<file path="src/rtl/agu_pkg.sv">
package agu_pkg;

    typedef enum logic [1:0] {
        KIND_LIN  = 2'b00,
        KIND_CIRC = 2'b01,
        KIND_P2   = 2'b10,
        KIND_REV  = 2'b11
    } agu_kind_e;

endpackage

</file>
<file path="src/rtl/agu_ptr_file.sv">
module agu_ptr_file #(
    parameter int AW     = 16,
    parameter int NPTR   = 4,
    parameter int PSEL_W = 2
) (
    input  logic              clk,
    input  logic              rst_n,
    input  logic              cfg_we,
    input  logic [PSEL_W-1:0] cfg_sel,
    input  logic [AW-1:0]     cfg_base,
    input  logic [AW-1:0]     cfg_len,
    input  logic              ld_we,
    input  logic [PSEL_W-1:0] ld_sel,
    input  logic [AW-1:0]     ld_val,
    input  logic              upd_we,
    input  logic [PSEL_W-1:0] upd_sel,
    input  logic [AW-1:0]     upd_val,
    input  logic [PSEL_W-1:0] rd_sel,
    output logic [AW-1:0]     rd_ptr,
    output logic [AW-1:0]     rd_base,
    output logic [AW-1:0]     rd_len
);

    logic [AW-1:0] ptr_arr  [NPTR];
    logic [AW-1:0] base_arr [NPTR];
    logic [AW-1:0] len_arr  [NPTR];

    for (genvar g = 0; g < NPTR; g++) begin : g_ent
        logic [AW-1:0] p_q;
        logic [AW-1:0] b_q;
        logic [AW-1:0] l_q;
        logic          hit_ld;
        logic          hit_upd;
        logic          hit_cfg;

        assign hit_ld  = ld_we  && (ld_sel  == PSEL_W'(g));
        assign hit_upd = upd_we && (upd_sel == PSEL_W'(g));
        assign hit_cfg = cfg_we && (cfg_sel == PSEL_W'(g));

        // load has priority over the advance write-back
        always_ff @(posedge clk or negedge rst_n) begin
            if (!rst_n) begin
                p_q <= '0;
            end else if (hit_ld) begin
                p_q <= ld_val;
            end else if (hit_upd) begin
                p_q <= upd_val;
            end
        end

        always_ff @(posedge clk or negedge rst_n) begin
            if (!rst_n) begin
                b_q <= '0;
                l_q <= '0;
            end else if (hit_cfg) begin
                b_q <= cfg_base;
                l_q <= cfg_len;
            end
        end

        assign ptr_arr[g]  = p_q;
        assign base_arr[g] = b_q;
        assign len_arr[g]  = l_q;
    end

    assign rd_ptr  = ptr_arr[rd_sel];
    assign rd_base = base_arr[rd_sel];
    assign rd_len  = len_arr[rd_sel];

endmodule

</file>
<file path="src/rtl/agu_rev_carry.sv">
module agu_rev_carry #(
    parameter int AW = 16
) (
    input  logic [AW-1:0] cur,
    input  logic [AW-1:0] span,
    output logic [AW-1:0] nxt
);

    logic [AW-1:0] mask;
    logic [AW-1:0] half;
    logic [AW-1:0] low;
    logic [AW-1:0] low_m;
    logic [AW-1:0] half_m;
    logic [AW-1:0] sum_m;
    logic [AW-1:0] sum;

    assign mask = span - AW'(1);
    assign half = span >> 1;
    assign low  = cur & mask;

    // mirror operands so that a normal add carries toward the low bits
    for (genvar i = 0; i < AW; i++) begin : g_mirror
        assign low_m[i]  = low[AW-1-i];
        assign half_m[i] = half[AW-1-i];
        assign sum[i]    = sum_m[AW-1-i];
    end

    assign sum_m = low_m + half_m;
    assign nxt   = (cur & ~mask) | (sum & mask);

endmodule

</file>
<file path="src/rtl/agu_step_calc.sv">
module agu_step_calc
    import agu_pkg::*;
#(
    parameter int AW = 16,
    parameter int SW = 8
) (
    input  agu_kind_e     kind,
    input  logic [AW-1:0] ptr,
    input  logic [AW-1:0] base,
    input  logic [AW-1:0] len,
    input  logic [SW-1:0] step,
    input  logic [1:0]    scale,
    output logic [AW-1:0] nxt
);

    localparam int XW = AW + 2;

    logic signed [XW-1:0] step_x;
    logic signed [XW-1:0] step_s;
    logic signed [XW-1:0] raw;
    logic signed [XW-1:0] lo_bound;
    logic signed [XW-1:0] hi_bound;
    logic signed [XW-1:0] len_x;
    logic signed [XW-1:0] circ;
    logic [AW-1:0]        mask;
    logic [AW-1:0]        p2_nxt;
    logic [AW-1:0]        rev_nxt;

    always_comb begin
        step_x   = {{(XW-SW){step[SW-1]}}, step};
        step_s   = step_x <<< scale;
        raw      = $signed({2'b00, ptr}) + step_s;
        len_x    = $signed({2'b00, len});
        lo_bound = $signed({2'b00, base});
        hi_bound = lo_bound + len_x;
        if (raw >= hi_bound) begin
            circ = raw - len_x;
        end else if (raw < lo_bound) begin
            circ = raw + len_x;
        end else begin
            circ = raw;
        end
    end

    assign mask   = len - AW'(1);
    assign p2_nxt = (ptr & ~mask) | (raw[AW-1:0] & mask);

    agu_rev_carry #(.AW(AW)) u_rev (
        .cur  (ptr),
        .span (len),
        .nxt  (rev_nxt)
    );

    always_comb begin
        unique case (kind)
            KIND_LIN:  nxt = raw[AW-1:0];
            KIND_CIRC: nxt = circ[AW-1:0];
            KIND_P2:   nxt = p2_nxt;
            KIND_REV:  nxt = rev_nxt;
            default:   nxt = ptr;
        endcase
    end

endmodule

</file>
<file path="src/rtl/dsp_agu.sv">
module dsp_agu
    import agu_pkg::*;
#(
    parameter int  AW     = 16,
    parameter int  NPTR   = 4,
    parameter int  SW     = 8,
    localparam int PSEL_W = (NPTR > 1) ? $clog2(NPTR) : 1
) (
    input  logic              clk,
    input  logic              rst_n,
    input  logic              cfg_we,
    input  logic [PSEL_W-1:0] cfg_sel,
    input  logic [AW-1:0]     cfg_base,
    input  logic [AW-1:0]     cfg_len,
    input  logic              ld_we,
    input  logic [PSEL_W-1:0] ld_sel,
    input  logic [AW-1:0]     ld_val,
    input  logic              adv,
    input  logic [PSEL_W-1:0] adv_sel,
    input  logic [2:0]        adv_mode,
    input  logic [SW-1:0]     adv_step,
    input  logic [1:0]        adv_scale,
    output logic              addr_valid,
    output logic [AW-1:0]     addr_out
);

    agu_kind_e     kind;
    logic          pre;
    logic [AW-1:0] cur_ptr;
    logic [AW-1:0] cur_base;
    logic [AW-1:0] cur_len;
    logic [AW-1:0] nxt_ptr;
    logic [AW-1:0] emit;
    logic          vld_q;
    logic [AW-1:0] addr_q;

    assign kind = agu_kind_e'(adv_mode[2:1]);
    assign pre  = adv_mode[0];

    agu_ptr_file #(.AW(AW), .NPTR(NPTR), .PSEL_W(PSEL_W)) u_file (
        .clk      (clk),
        .rst_n    (rst_n),
        .cfg_we   (cfg_we),
        .cfg_sel  (cfg_sel),
        .cfg_base (cfg_base),
        .cfg_len  (cfg_len),
        .ld_we    (ld_we),
        .ld_sel   (ld_sel),
        .ld_val   (ld_val),
        .upd_we   (adv),
        .upd_sel  (adv_sel),
        .upd_val  (nxt_ptr),
        .rd_sel   (adv_sel),
        .rd_ptr   (cur_ptr),
        .rd_base  (cur_base),
        .rd_len   (cur_len)
    );

    agu_step_calc #(.AW(AW), .SW(SW)) u_calc (
        .kind  (kind),
        .ptr   (cur_ptr),
        .base  (cur_base),
        .len   (cur_len),
        .step  (adv_step),
        .scale (adv_scale),
        .nxt   (nxt_ptr)
    );

    assign emit = pre ? nxt_ptr : cur_ptr;

    always_ff @(posedge clk or negedge rst_n) begin
        if (!rst_n) begin
            vld_q  <= 1'b0;
            addr_q <= '0;
        end else begin
            vld_q <= adv;
            if (adv) begin
                addr_q <= emit;
            end
        end
    end

    assign addr_valid = vld_q;
    assign addr_out   = addr_q;

endmodule

</file>
<file path="config.mk">
export PLATFORM = sky130hd
export DESIGN_NAME = dsp_agu
export DESIGN_NICKNAME = d
export VERILOG_FILES = /design/src/rtl/agu_pkg.sv /design/src/rtl/agu_ptr_file.sv /design/src/rtl/agu_rev_carry.sv /design/src/rtl/agu_step_calc.sv /design/src/rtl/dsp_agu.sv
export SDC_FILE = /design/constraint.sdc
export NUM_CORES = 1
export LEC_CHECK = 0
export BUFFER_PORTS_ARGS = -buffer_cell sky130_fd_sc_hd__buf_2
export CORE_MARGIN = 3
export CORE_UTILIZATION = 36
export CTS_BUF_LIST = sky130_fd_sc_hd__clkbuf_16
export DETAILED_ROUTE_END_ITERATION = 7
export HOLD_SLACK_MARGIN = 0.1
export PLACE_DENSITY = 0.52
export REMOVE_ABC_BUFFERS = 1
export SYNTH_ARGS = -nofsm -noshare
export SYNTH_HDL_FRONTEND = slang
export SYNTH_SLANG_ARGS = --single-unit
</file>
<file path="constraint.sdc">
create_clock -name clk -period 5.2 [get_ports clk]
set_input_delay 1.3 -clock clk [delete_from_list [all_inputs] [get_ports clk]]
set_output_delay 1.3 -clock clk [all_outputs]
set_load 0.005 [all_outputs]
</file>
== Word-level counts from Yosys, hierarchy flattened ==
Cells that the tools add are included.

* Flip-flop bits (word level): 209
* Input port bits: 72
* Output and inout port bits: 17
* Logic and storage cells: 85

* Bitwise logic cells: 8
* Add/sub/neg operators: 6
* Multiplexer cells: 21
* Shift operators: 1
* Order comparisons: 3
* Equality and inequality tests: 12
* Reductions and logical operators: 20

{| class="wikitable"
|+ Operators by type and width
! kind !! number
|-
| 16-bit two-way mux || 17
|-
| 16-bit binary-select mux with 2-bit select || 3
|-
| 16-bit bitwise AND || 4
|-
| 16-bit case mux with 4 select lines || 1
|-
| 16-bit adder || 2
|-
| 16-bit bitwise OR || 2
|-
| 17-bit by 18-bit adder with 18-bit output || 1
|-
| 18-bit greater-or-equal comparator || 1
|-
| 18-bit by 17-bit less-than comparator with 1-bit output || 1
|-
| 8-bit by 2-bit <<< shifter with 18-bit output || 1
|-
| 16-bit by 16-bit adder with 17-bit output || 1
|-
| 2-bit equality test (second input constant) || 8
|-
| 16-bit NOT || 1
|-
| 16-bit by 1-bit subtractor with 16-bit output (second input constant) || 1
|-
| 16-bit subtractor || 1
|-
| 1-bit logical AND || 12
|-
| 2-bit by 1-bit equality test with 1-bit output (second input constant) || 4
|-
| 2-bit zero test || 4
|-
| 2-bit nonzero test || 4
|-
| 3-bit greater-or-equal comparator (second input constant) || 1
|-
| 2-bit NOT with 3-bit output || 1
|}

== Depth between registers and ports, before layout ==
Gate-level depths: netlist (run 1).

* Depth after elaboration: 12
* Gate-level depth with buffers: 28
* Mapped depth without buffers: 23

== By module ==
From an unflattened synthesis (run 1), not the netlist that was laid out.

* Cells, all modules: 1638
* Area, all modules: 15874.0 µm²

{| class="wikitable"
|+ Modules (own cells, without submodules)
! module !! area each (µm²) !! instances !! sequential area each (µm²) !! cells an instance
|-
| agu_ptr_file || 8863.5 || 1 || 4804.6 || 690
|-
| agu_step_calc || 5001.0 || 1 || 0.0 || 703
|-
| agu_rev_carry || 1238.7 || 1 || 0.0 || 175
|-
| dsp_agu || 770.7 || 1 || 425.4 || 70
|}

== Least setup slack after synthesis (run 1) ==
No wires, ideal clock.

* Kind: input-to-reg
* Start point: input port adv_sel[1]
* End point: register addr_q[15] (netlist: addr_out[15])
* Stages on the path: 26
* Slack: -2.355 ns
* Buffers on the path: 6
* Arrival: 7.412 ns
* Required time: 5.058 ns
* Library setup time: 0.142 ns
* Cell sequence: clkbuf_8 -> clkbuf_1 -> clkbuf_8 -> clkbuf_1 -> buf_1 -> mux4_2 -> fa_1 -> a211o_1 -> a21oi_1 -> o21ai_0 -> o21a_1 -> nor2_1 -> xnor2_1 -> ha_1 -> nand4_1 -> a2111oi_2 -> a211oi_1 -> o21a_2 -> a2111o_1 -> a31oi_4 -> o31ai_4 -> and3_1 -> buf_6 -> a221o_1 -> a311oi_2 -> o221ai_2

* Longest elaborated chain between the ends: 11
* Elaborated cells between the ends (all ways): 29
* Classes of those cells: 6 x add/sub; 2 x order compare; 13 x mux; 8 x bitwise

{| class="wikitable"
|+ RTL lines
! element !! line !! text
|-
| from (decl) || dsp_agu.sv:19 || <nowiki>input logic [PSEL_W-1:0] adv_sel,</nowiki>
|-
| 2-bit NOT with 3-bit output (not written as such) * || agu_ptr_file.sv:66, agu_ptr_file.sv:67, agu_ptr_file.sv:68 ||
|-
| 16-bit binary-select mux with 2-bit select || agu_ptr_file.sv:68 || <nowiki>assign rd_len = len_arr[rd_sel];</nowiki>
|-
| 16-bit two-way mux (not written as such) (2 in series) || agu_ptr_file.sv:68 ||
|-
| 16-bit by 1-bit subtractor with 16-bit output || agu_rev_carry.sv:17, agu_step_calc.sv:45 ||
|-
| 16-bit bitwise AND || agu_rev_carry.sv:19 || <nowiki>assign low = cur & mask;</nowiki>
|-
| 16-bit adder || agu_rev_carry.sv:28 || <nowiki>assign sum_m = low_m + half_m;</nowiki>
|-
| 16-bit bitwise AND || agu_rev_carry.sv:29 || <nowiki>assign nxt = (cur & ~mask) | (sum & mask);</nowiki>
|-
| 16-bit bitwise OR || agu_rev_carry.sv:29 ||
|-
| 16-bit case mux with 4 select lines || agu_step_calc.sv:55 || <nowiki>unique case (kind)</nowiki>
|-
| 16-bit two-way mux * || dsp_agu.sv:69 || <nowiki>assign emit = pre ? nxt_ptr : cur_ptr;</nowiki>
|-
| to (signal assigned) || dsp_agu.sv:78 || <nowiki>addr_q <= emit;</nowiki>
|-
| to (decl) || dsp_agu.sv:35 || <nowiki>logic [AW-1:0] addr_q;</nowiki>
|}

Mark *: on every way between the ends. The rest lies on a longest branch, timed or not. The select of a mux whose other input is x is not followed.
A chain may end at the register's enable or synchronous reset.

== Final worst setup path (run 1) ==
* Start point: input port adv_sel[0]
* End point: register u_file.g_ent[2].p_q[10]

* Longest elaborated chain between the ends: 12
* Elaborated cells between the ends (all ways): 33
* Classes of those cells: 6 x add/sub; 2 x order compare; 1 x eq/ne; 14 x mux; 8 x bitwise; 2 x reduce/logical

{| class="wikitable"
|+ RTL lines
! element !! line !! text
|-
| 2-bit NOT with 3-bit output (not written as such) || agu_ptr_file.sv:66, agu_ptr_file.sv:67, agu_ptr_file.sv:68 ||
|-
| 16-bit binary-select mux with 2-bit select || agu_ptr_file.sv:68 ||
|-
| 16-bit two-way mux (not written as such) (2 in series) || agu_ptr_file.sv:68 ||
|-
| 16-bit by 1-bit subtractor with 16-bit output || agu_rev_carry.sv:17, agu_step_calc.sv:45 ||
|-
| 16-bit bitwise AND || agu_rev_carry.sv:19 ||
|-
| 16-bit adder || agu_rev_carry.sv:28 ||
|-
| 16-bit bitwise AND || agu_rev_carry.sv:29 ||
|-
| 16-bit bitwise OR || agu_rev_carry.sv:29 ||
|-
| 16-bit case mux with 4 select lines || agu_step_calc.sv:55 ||
|-
| 16-bit two-way mux || agu_ptr_file.sv:46 || <nowiki>end else if (hit_upd) begin</nowiki>
|-
| 16-bit two-way mux || agu_ptr_file.sv:44 || <nowiki>end else if (hit_ld) begin</nowiki>
|-
| to (signal assigned) || agu_ptr_file.sv:45 || <nowiki>p_q <= ld_val;</nowiki>
|-
| to (signal assigned) || agu_ptr_file.sv:47 || <nowiki>p_q <= upd_val;</nowiki>
|-
| to (decl) || agu_ptr_file.sv:29 || <nowiki>logic [AW-1:0] p_q;</nowiki>
|}

Parallel ways exist; a longest one is shown, timed or not. The select of a mux whose other input is x is not followed.

==> flow_summary.ini, run 1 <==
[logic_synthesis]
ys_warn_count = 0
syn-instance-count = 1471
async_flop_share_pct = 100
synth-seq-cells = 209
yosysUniqueCellTypes = 101
synth-edff-count = 0
seq_area_frac_synth_pct = 34.4
synth_flop_cell = dfrtp_1
syn_avg_cell_area_sq_um = 10.3
syn_area_sq_um = 15200

[sta]
slew-limit-headroom_pct = 19.6
hold_violations = 0
setup_violations = 80
fin_crit_ns = 6.02
rsz0062_at_grt = yes
finClkSkew_ns = 0.0119
setup_tns_ns = -56.33
fin_crit_sh_pct = 116
setup_slack_ns = -0.825
worst_slew_pin_slew_ns = 1.20
final-max-slew-violation-count = 0
clock.fmax_mhz = 166

[setup_path]
crit_arrival_ns = 6.46
path_class = primary input to flop
critPathMaxFanout = 7
crit_slowest_cell = mux4_2
max_stage_delay_ns = 0.54
worst_setup_path_start_kind = primary input
cp.required_ns = 5.63
crit_path_end_kind = flop

[die]
die_height_microns = 212
pin_count = 89
rows = 74
core_sq_um = 41300
initial_utilization_pct = 36.9
die_w_microns = 212
die_area_sq_um = 44800

[drt]
routed_wl_microns = 51200
wl_per_cell_microns = 20.3
num_vias = 13900
dr.first_iter.drc_count = 798
viasPerCell = 5.52
antenna_left = 0
drcViolationCount = 0
drt-pass1-iter-count = 5

[power]
p_sw_share_pct = 42.4
p_int_mw = 8.33
p_comb_share_pct = 73.1
ir_drop_v = 0.000378
leakagePower_nw = 9.89
p_sw_mw = 6.14
seqPwrFrac_pct = 15.6
p_clk_share_pct = 11.3
cellPowerDensity_nw_per_um2 = 670
finalPower_mw = 14.5

[finish]
mostFrequentLayoutCell = buf_4
layout_common_cells = buf_4, dfrtp_1, mux2_2
antennaDiodeCount = 0
syn2layout_area_growth_pct = 41.8
drive_gt1_share_pct = 47.6
fin_nets = 2156

[clock_tree]
root_buffer = clkbuf_16
ctsHoldBuffers = 0
numCtsBuffers = 25
clk_latency_ns = 0.55
clk_pin_slew_ns = 0.05
cts_tree = built
clk_path_buf_depth = 3
cts_max_level = 1
cts_sinks = 209

[global_routing]
grt_overflow_total = 0
grt_max_degree = 89
antenna_found_initial = 0
top_usage_layer = met2
use_met1_pct = 31.2
use_met2_pct = 37.1
grt_first_pass_wirelength_microns = 79400
met3_usage_pct = 2.45
grt_pass1_vias = 14500
grt_usage_pct = 22.5

[job]
drv_cap = 0

[place]
gp_congestion = 0.925
dp_hpwl_microns = 37700
portBuffers = 88

[status]
status = complete, but fails checks
violations = negative setup slack

[worst_hold_path]
hold_class = flop to flop
## cells in the mapped netlist, drive strengths merged, types with 6 or more instances
| library cell | instances | area (sq um) |
|---|---|---|
| nor3b | 6 | 45.0 |
| inv | 63 | 236 |
| a21o | 40 | 302 |
| nand2 | 100 | 378 |
| dfrtp | 209 | 5230 |
| nor2b | 29 | 181 |
| nand2b | 10 | 62.6 |
| ha | 105 | 1310 |
| nand3 | 23 | 133 |
| a211oi | 23 | 183 |
| xor2 | 20 | 183 |
| nor3 | 18 | 100 |
| o21ai | 75 | 379 |
| mux2i | 6 | 60.1 |
| a211o | 7 | 61.3 |
| clkbuf | 40 | 220 |
| or3 | 8 | 51.3 |
| o221ai | 6 | 65.1 |
| o211ai | 11 | 87.6 |
| buf | 21 | 113 |
| mux2 | 135 | 1520 |
| a221oi | 8 | 88.8 |
| o22ai | 17 | 113 |
| a22o | 13 | 114 |
| and2 | 6 | 37.5 |
| nor2 | 104 | 390 |
| and3 | 12 | 75.1 |
| o21a | 13 | 98.9 |
| xnor2 | 43 | 377 |
| a31oi | 19 | 134 |
| o31ai | 8 | 78.8 |
| o31a | 6 | 55.1 |
| mux4 | 50 | 1140 |
| nand4 | 9 | 56.3 |
| a21oi | 89 | 445 |
| a221o | 8 | 81.3 |
| o21bai | 9 | 67.6 |
| a22oi | 25 | 193 |
## path summary, 6_finish.rpt
check                                           to  cells after the start                    start  slack [ns]
max                        u_file.g_ent[2].p_q[10]                     25               adv_sel[0]       -0.82
min                        u_file.g_ent[0].l_q[15]                      1  u_file.g_ent[0].l_q[15]        0.50
max reg2reg                u_file.g_ent[2].p_q[10]                     23   u_file.g_ent[2].p_q[0]       -0.28
min reg2reg                u_file.g_ent[0].l_q[15]                      1  u_file.g_ent[0].l_q[15]        0.50
max in group asynchronous              addr_out[2]                      2                    rst_n        3.34
min in group asynchronous  u_file.g_ent[1].b_q[13]                      1                    rst_n        0.79
## cells by family (layout without fill, tap and decap cells)
| family | Yosys count | in the layout | synth area share (%) |
|---|---|---|---|
| fa+ha+maj | 111 | 111 | 9.36 |
| xor+xnor | 63 | 63 | 3.67 |
| buf+inv | 125 | 645 | 3.76 |
| compound gates | 419 | 419 | 19.6 |
| flops | 209 | 209 | 34.4 |
| simple gates | 353 | 353 | 11.4 |
| mux | 191 | 191 | 17.9 |
## stage by stage
| step | util, % | setup slack [ns] | hold WS, ns | area, sq um | instances |
|---|---|---|---|---|---|
| global placement | 45.7 | -1.79 | 0.480 | 18900 | 2400 |
| finish | 52.3 | -0.825 | 0.500 | 21600 | 2523 |
| floorplan | - | -1.27 | 0.464 | 14900 | 1410 |
| CTS | 50.8 | -0.770 | 0.501 | 21000 | 2502 |
| detailed placement | 45.7 | -1.90 | 0.485 | 18900 | 2400 |
| global route | 52.3 | -1.01 | 0.510 | 21600 | 2523 |
## critical path: cells and delay by family
family | cells | cell delay [ns]
AOI/OAI and AO/OA | 14 | 2.90
and+or+nand+nor | 3 | 0.45
muxes | 1 | 0.54
xor gates and xnor gates | 1 | 0.13
adders and majority gates | 2 | 0.54
buffers and inverters | 4 | 0.57
## flip-flops by register name, summed over array words and instances, names as in the netlist
name / count
addr_out: 16
u_file.g_ent.b_q: 64
u_file.g_ent.l_q: 64
u_file.g_ent.p_q: 64
addr_valid: 1
## layout make-up
class / instances / area (sq um)
clock buffer: 25 / 626
clock inverter: 19 / 130
fill: 3717 / 19700
inverter: 64 / 240
multi-input combinational: 1137 / 10500
sequential: 209 / 5230
tap: 532 / 666
timing repair buffer: 537 / 4160
## what timing repair did
action	4_1_cts	5_1_grt
pin swaps	101	67
setup buffers	57	24
endpoints found under the setup margin	80	80
gates cloned	2	0
resized for setup	179	90
## metal layers
layer,part of all wire [%],wire length [microns]
met2,47,24200
met1,46,23700
met5,0,0
met3,4.0,2070
met4,2.6,1310
## power by group through the flow
stage | Clock (mW) | Sequential, mW | Combinational (mW)
finish | 1.63 | 2.26 | 10.6
global route | 1.75 | 2.31 | 11.4
CTS | 1.68 | 2.25 | 9.79
detailed placement | 0 | 2.28 | 8.49
global placement | 0 | 2.27 | 8.44
floorplan | 0 | 2.21 | 4.74
(Power assumes the default switching activity.)
==> run 2, diff against run 1 <==
--- a/config.mk
+++ b/config.mk
@@ -6,6 +6,7 @@
 export NUM_CORES = 1
 export LEC_CHECK = 0
 export BUFFER_PORTS_ARGS = -buffer_cell sky130_fd_sc_hd__buf_2
+export CORE_ASPECT_RATIO = 0.6
 export CORE_MARGIN = 3
 export CORE_UTILIZATION = 36
 export CTS_BUF_LIST = sky130_fd_sc_hd__clkbuf_16
==> run 2 against run 1 <==
The flow still finishes with violations (negative setup slack). Core utilization decreased by 0.67 points. Clock power about the same. Non-clock buffer count decreased by 19. Highest routed layer is now met5. Critical endpoint is now u_file.g_ent[0].p_q[9]. Largest cell class unchanged. Sequential share of layout area increased by 0.44 points.
==> flow_summary.ini, run 2 (synthesis gave the netlist of run 1 again) <==
[status]
status = complete, but fails checks
violations = negative setup slack

[power]
ir_drop_v = 0.000304
leakagePower_nw = 9.67
finalPower_mw = 14.5
cellPowerDensity_nw_per_um2 = 683

[drt]
drt-pass1-iter-count = 7
routed_wl_microns = 55200
drcViolationCount = 0
antenna_left = 0
viasPerCell = 5.60
dr.first_iter.drc_count = 1398
num_vias = 14100
wl_per_cell_microns = 21.8

[die]
die_height_microns = 165
die_w_microns = 271
initial_utilization_pct = 37.1
core_sq_um = 41100
pin_count = 89
die_area_sq_um = 44900
rows = 57

[finish]
stdcell_count = 2528
antennaDiodeCount = 0
seq_area_sq_um = 5230
design_area_sq_um = 21200
multiInputGateArea_sq_um = 10400
post-route-util_pct = 51.6
layout_common_cells = buf_4, dfrtp_1, mux2_2
largest_registers = u_file.g_ent.b_q (64), u_file.g_ent.l_q (64), u_file.g_ent.p_q (64)
drive_gt1_share_pct = 46.6
mostFrequentLayoutCell = buf_4
fin_nets = 2134
fillers = 3751
syn2layout_area_growth_pct = 39.3

[setup_path]
worst_setup_path_start_kind = primary input
r2r-start = u_file.g_ent[3].p_q[0]
crit_arrival_ns = 6.54
cp-startpoint = adv_sel[0]
critPathMaxFanout = 5
path_class = primary input to flop
r2r_cells = 22
cp.required_ns = 5.67
crit_path_end_kind = flop

[sta]
fin_crit_sh_pct = 117
clock.fmax_mhz = 165
slew-limit-headroom_pct = 18.3
final-max-slew-violation-count = 0
finClkSkew_ns = 0.0178
worst_slew_pin_slew_ns = 1.22
hold_violations = 0
fin_crit_ns = 6.07
rsz0062_at_grt = yes
setup_slack_ns = -0.872
setup_violations = 80

[clock_tree]
cts_tree = built
clk_latency_ns = 0.54
cts_max_level = 1
cts_sinks = 209
numCtsBuffers = 22
clk_pin_slew_ns = 0.06
root_buffer = clkbuf_16
clk_path_buf_depth = 3

[place]
portBuffers = 88
gp_congestion = 0.961
dpl.cell_count = 2446
dpl-instance-area_sq_um = 19000
dp_hpwl_microns = 42500
pre_cts_slack_ns = -1.96

[worst_hold_path]
min_from = u_file.g_ent[0].l_q[15]
hold_class = flop to flop
worstHoldPathCells = 1

[global_routing]
antenna_found_initial = 2
grt_overflow_total = 0
grt_pass1_vias = 13800
grt_usage_pct = 23.9
grt_first_pass_wirelength_microns = 82900
grt_max_degree = 111

[job]
drv_cap = 0
[run 2: cell types whose count changed in the layout (fill, tap and decap cells not counted), moves of 6 or more]
cell / previous run / this run
buf_4: 403 / 396
buf_6: 33 / 23
nand3_1: 11 / 17
o21ai_0: 35 / 41
o21ai_1: 25 / 19
[run 2: repair_timing]
item | CTS | global route
setup endpoints to repair | 80 | 80
cloned | 1 | 1
hold buffers | 0 | 0
gates resized for setup | 88 | 143
pin swaps | 35 | 75
setup buffers | 25 | 16
[run 2: routing by layer]
| layer | routed length, microns | GRT usage (%) | up-vias |
|---|---|---|---|
| li1 | - | - | 6521 |
| met1 | 27800 | 37.7 | 7114 |
| met2 | 21700 | 33.3 | 453 |
| met3 | 4920 | 5.66 | 55 |
| met4 | 678 | 3.12 | 4 |
| met5 | 93 | 1.43 | - |
[run 2: worst max-delay path: stages]
cell       delay [ns]
buf_16           0.11
mux4_2           0.55
ha_4             0.19
fa_2             0.34
a211o_1          0.35
a21oi_4          0.18
o31a_1           0.29
xnor2_2          0.18
ha_1             0.30
o22ai_2          0.17
a2111oi_2        0.06
a211oi_1         0.20
o21a_2           0.23
a2111o_1         0.19
o2111ai_4        0.15
o31ai_4          0.45
nand3_4          0.21
buf_6            0.17
o221a_4          0.26
o31ai_4          0.29
buf_6            0.17
nand2_2          0.05
nand2_1          0.11
[run 2: power breakdown]
group	internal [mW]	switching, mW	leakage [nW]
sequential	2.04	0.250	2.49
clock	0.906	0.719	0.358
combinational	5.26	5.32	6.82
total	8.20	6.29	9.67
[run 2: area by class of cell]
class                           count  share of cell area, %
Timing Repair Buffer              518                   18.6
Clock inverter                     17                  0.667
Sequential cell                   209                   24.7
Multi-Input combinational cell   1137                   48.9
Inverter                           64                   1.13
Tap cell                          560                   3.30
Clock buffer                       23                   2.71
[run 2: per-stage QoR]
stage,TNS (ns),hold slack (ns)
after floorplan,-82.95,0.464
after global placement,-135.92,0.479
after detailed placement,-142.86,0.487
after CTS,-59.39,0.502
after global routing,-71.60,0.510
final,-60.97,0.499
[run 2: worst paths after layout]
check,end,slack [ns]
setup / recovery,u_file.g_ent[0].p_q[9],-0.87
hold / removal,u_file.g_ent[0].l_q[15],0.50
setup reg to reg,u_file.g_ent[0].p_q[9],-0.46
hold reg to reg,u_file.g_ent[0].l_q[15],0.50
max in group asynchronous,addr_out[11],3.41
min in group asynchronous,u_file.g_ent[1].l_q[3],0.71
==> run 3, diff against run 2 <==
--- a/config.mk
+++ b/config.mk
@@ -14,6 +14,7 @@
 export HOLD_SLACK_MARGIN = 0.1
 export PLACE_DENSITY = 0.52
 export REMOVE_ABC_BUFFERS = 1
+export SKIP_LAST_GASP = 1
 export SYNTH_ARGS = -nofsm -noshare
 export SYNTH_HDL_FRONTEND = slang
 export SYNTH_SLANG_ARGS = --single-unit
==> run 3 against run 2 <==
The flow still finishes with violations (negative setup slack). Sequential share of layout area about the same. Fmax decreased by 0.94%. Routed wire length decreased by 0.28%. Non-clock buffer count increased by 3. Critical endpoint is now addr_out[14]. Largest cell class unchanged.
==> flow_summary.ini, run 3 (synthesis gave the netlist of run 1 again) <==
[status]
status = complete, but fails checks
violations = negative setup slack

[die]
core_sq_um = 41100
die_height_microns = 165
rows = 57
pin_count = 89
initial_utilization_pct = 37.1
die_area_sq_um = 44900
die_w_microns = 271

[global_routing]
met3_usage_pct = 7.32
grt_overflow_total = 0
grt_pass1_vias = 13800
top_usage_layer = met1
grt_max_degree = 111
use_met2_pct = 33.3
use_met1_pct = 36.8
antenna_found_initial = 1
grt_usage_pct = 23.9
grt_first_pass_wirelength_microns = 82700

[finish]
mostFrequentLayoutCell = buf_4
design_area_sq_um = 21200
fin_nets = 2137
drive_gt1_share_pct = 46.7
layout_common_cells = buf_4, dfrtp_1, mux2_2
stdcell_count = 2531
syn2layout_area_growth_pct = 39.5
antennaDiodeCount = 0
largest_registers = u_file.g_ent.b_q (64), u_file.g_ent.l_q (64), u_file.g_ent.p_q (64)

[power]
p_sw_mw = 6.28
p_clk_share_pct = 11.2
seqPwrFrac_pct = 15.8
p_int_mw = 8.23
leakagePower_nw = 9.69
p_sw_share_pct = 43.3
cellPowerDensity_nw_per_um2 = 683
ir_drop_v = 0.000304
p_comb_share_pct = 73.0

[setup_path]
crit_arrival_ns = 6.54
r2r-start = u_file.g_ent[3].p_q[0]
worst_r2r_endpoint = addr_out[14]
ff2ff_setup_slack_ns = -0.52
cp.required_ns = 5.61
crit_path_end_kind = flop
r2r_cells = 23
worst_setup_path_start_kind = primary input
path_class = primary input to flop
critPathMaxFanout = 5

[sta]
fin_crit_ns = 6.13
clock.fmax_mhz = 163
setup_slack_ns = -0.930
hold_violations = 0
rsz0062_at_grt = yes
finClkSkew_ns = 0.0179
setup_violations = 80
final-max-slew-violation-count = 0
fin_crit_sh_pct = 118
slew-limit-headroom_pct = 19.8
worst_slew_pin_slew_ns = 1.20

[worst_hold_path]
worstHoldPathCells = 1
min_from = u_file.g_ent[0].l_q[15]
worstHoldEndpoint = u_file.g_ent[0].l_q[15]
hold_class = flop to flop

[drt]
drt-pass1-iter-count = 5
viasPerCell = 5.56
routed_wl_microns = 55100
dr.first_iter.drc_count = 1387
wl_per_cell_microns = 21.8
antenna_left = 0
drcViolationCount = 0
num_vias = 14100

[clock_tree]
root_buffer = clkbuf_16
ctsHoldBuffers = 0
cts_sinks = 209
cts_max_level = 1
clk_pin_slew_ns = 0.06
cts_tree = built
numCtsBuffers = 22
clk_latency_ns = 0.54
clk_path_buf_depth = 3

[place]
dpl-instance-area_sq_um = 19000
portBuffers = 88
gp_congestion = 0.961
dp_hpwl_microns = 42500
dpl.cell_count = 2446

[job]
drv_cap = 0
[run 3: power groups by stage]
stage	combinational [mW]	sequential, mW	clock, mW
6_report	10.6	2.29	1.62
5_1_grt	11.4	2.33	1.73
4_1_cts	9.42	2.28	1.66
3_5_place_dp	8.79	2.30	0
3_3_place_gp	8.69	2.29	0
2_1_floorplan	4.74	2.21	0
[run 3: final cells by class]
type	instances	area, sq um
repair buffers	521	3980
fillers	3747	19800
well taps	560	701
clock buffers	23	576
clock inverters	17	141
inverters	64	240
flip-flops and latches	209	5230
multi-input cells	1137	10400
[run 3: stage by stage]
| stage | worst slack, ns | power [mW] | setup TNS (ns) | utilization (%) | hold slack [ns] |
|---|---|---|---|---|---|
| floorplan | -1.27 | 6.94 | -82.95 | - | 0.464 |
| CTS | -0.861 | 13.4 | -59.86 | 49.6 | 0.502 |
| finish | -0.930 | 14.5 | -62.98 | 51.7 | 0.499 |
| global route | -1.05 | 15.4 | -73.20 | 51.7 | 0.510 |
| global placement | -1.83 | 11.0 | -135.92 | 46.4 | 0.479 |
| detailed placement | -1.96 | 11.1 | -142.86 | 46.4 | 0.487 |
[run 3: layer usage]
| metal | wire [microns] | share of wire, % | vias to the layer above |
|---|---|---|---|
| met1 | 27400 | 50 | 7049 |
| li1 | - | - | 6518 |
| met4 | 673 | 1.2 | 2 |
| met2 | 21700 | 39 | 456 |
| met3 | 5290 | 9.6 | 47 |
| met5 | 20 | 0.036 | - |
[run 3: worst max-delay path by stage]
stage	start	endpoint	slack [ns]	depth (start not counted)
after CTS	adv_sel[0]	u_file.g_ent[0].p_q[15]	-0.86	24
after floorplan	adv_sel[0]	addr_out[15]	-1.27	21
after global placement	adv_sel[0]	addr_out[2]	-1.83	25
after detailed placement	adv_sel[0]	u_file.g_ent[3].p_q[7]	-1.96	24
final	adv_sel[0]	addr_out[14]	-0.93	24
after global routing	adv_sel[0]	addr_out[15]	-1.05	24
[run 3: critical path, stage by stage]
cell and delay (ns):
buf_16 0.11, mux4_2 0.55, ha_4 0.19, fa_2 0.34, a211o_1 0.35, a21oi_4 0.19, o31a_1 0.31, o21bai_1 0.12
a21oi_2 0.16, xor2_1 0.21, buf_4 0.16, inv_2 0.05, ha_4 0.24, nand2_1 0.06, or3_1 0.32, a2111o_1 0.33
o2111ai_4 0.14, o31ai_4 0.15, and3_4 0.23, buf_6 0.13, a221oi_4 0.25, a2bb2oi_2 0.16, o22ai_2 0.11, a221o_1 0.37
[run 3: timing repair]
item	CTS	global route
cloned	1	1
resized for setup	80	157
endpoints found under the setup margin	80	80
setup buffers	25	21
pin swaps	35	81
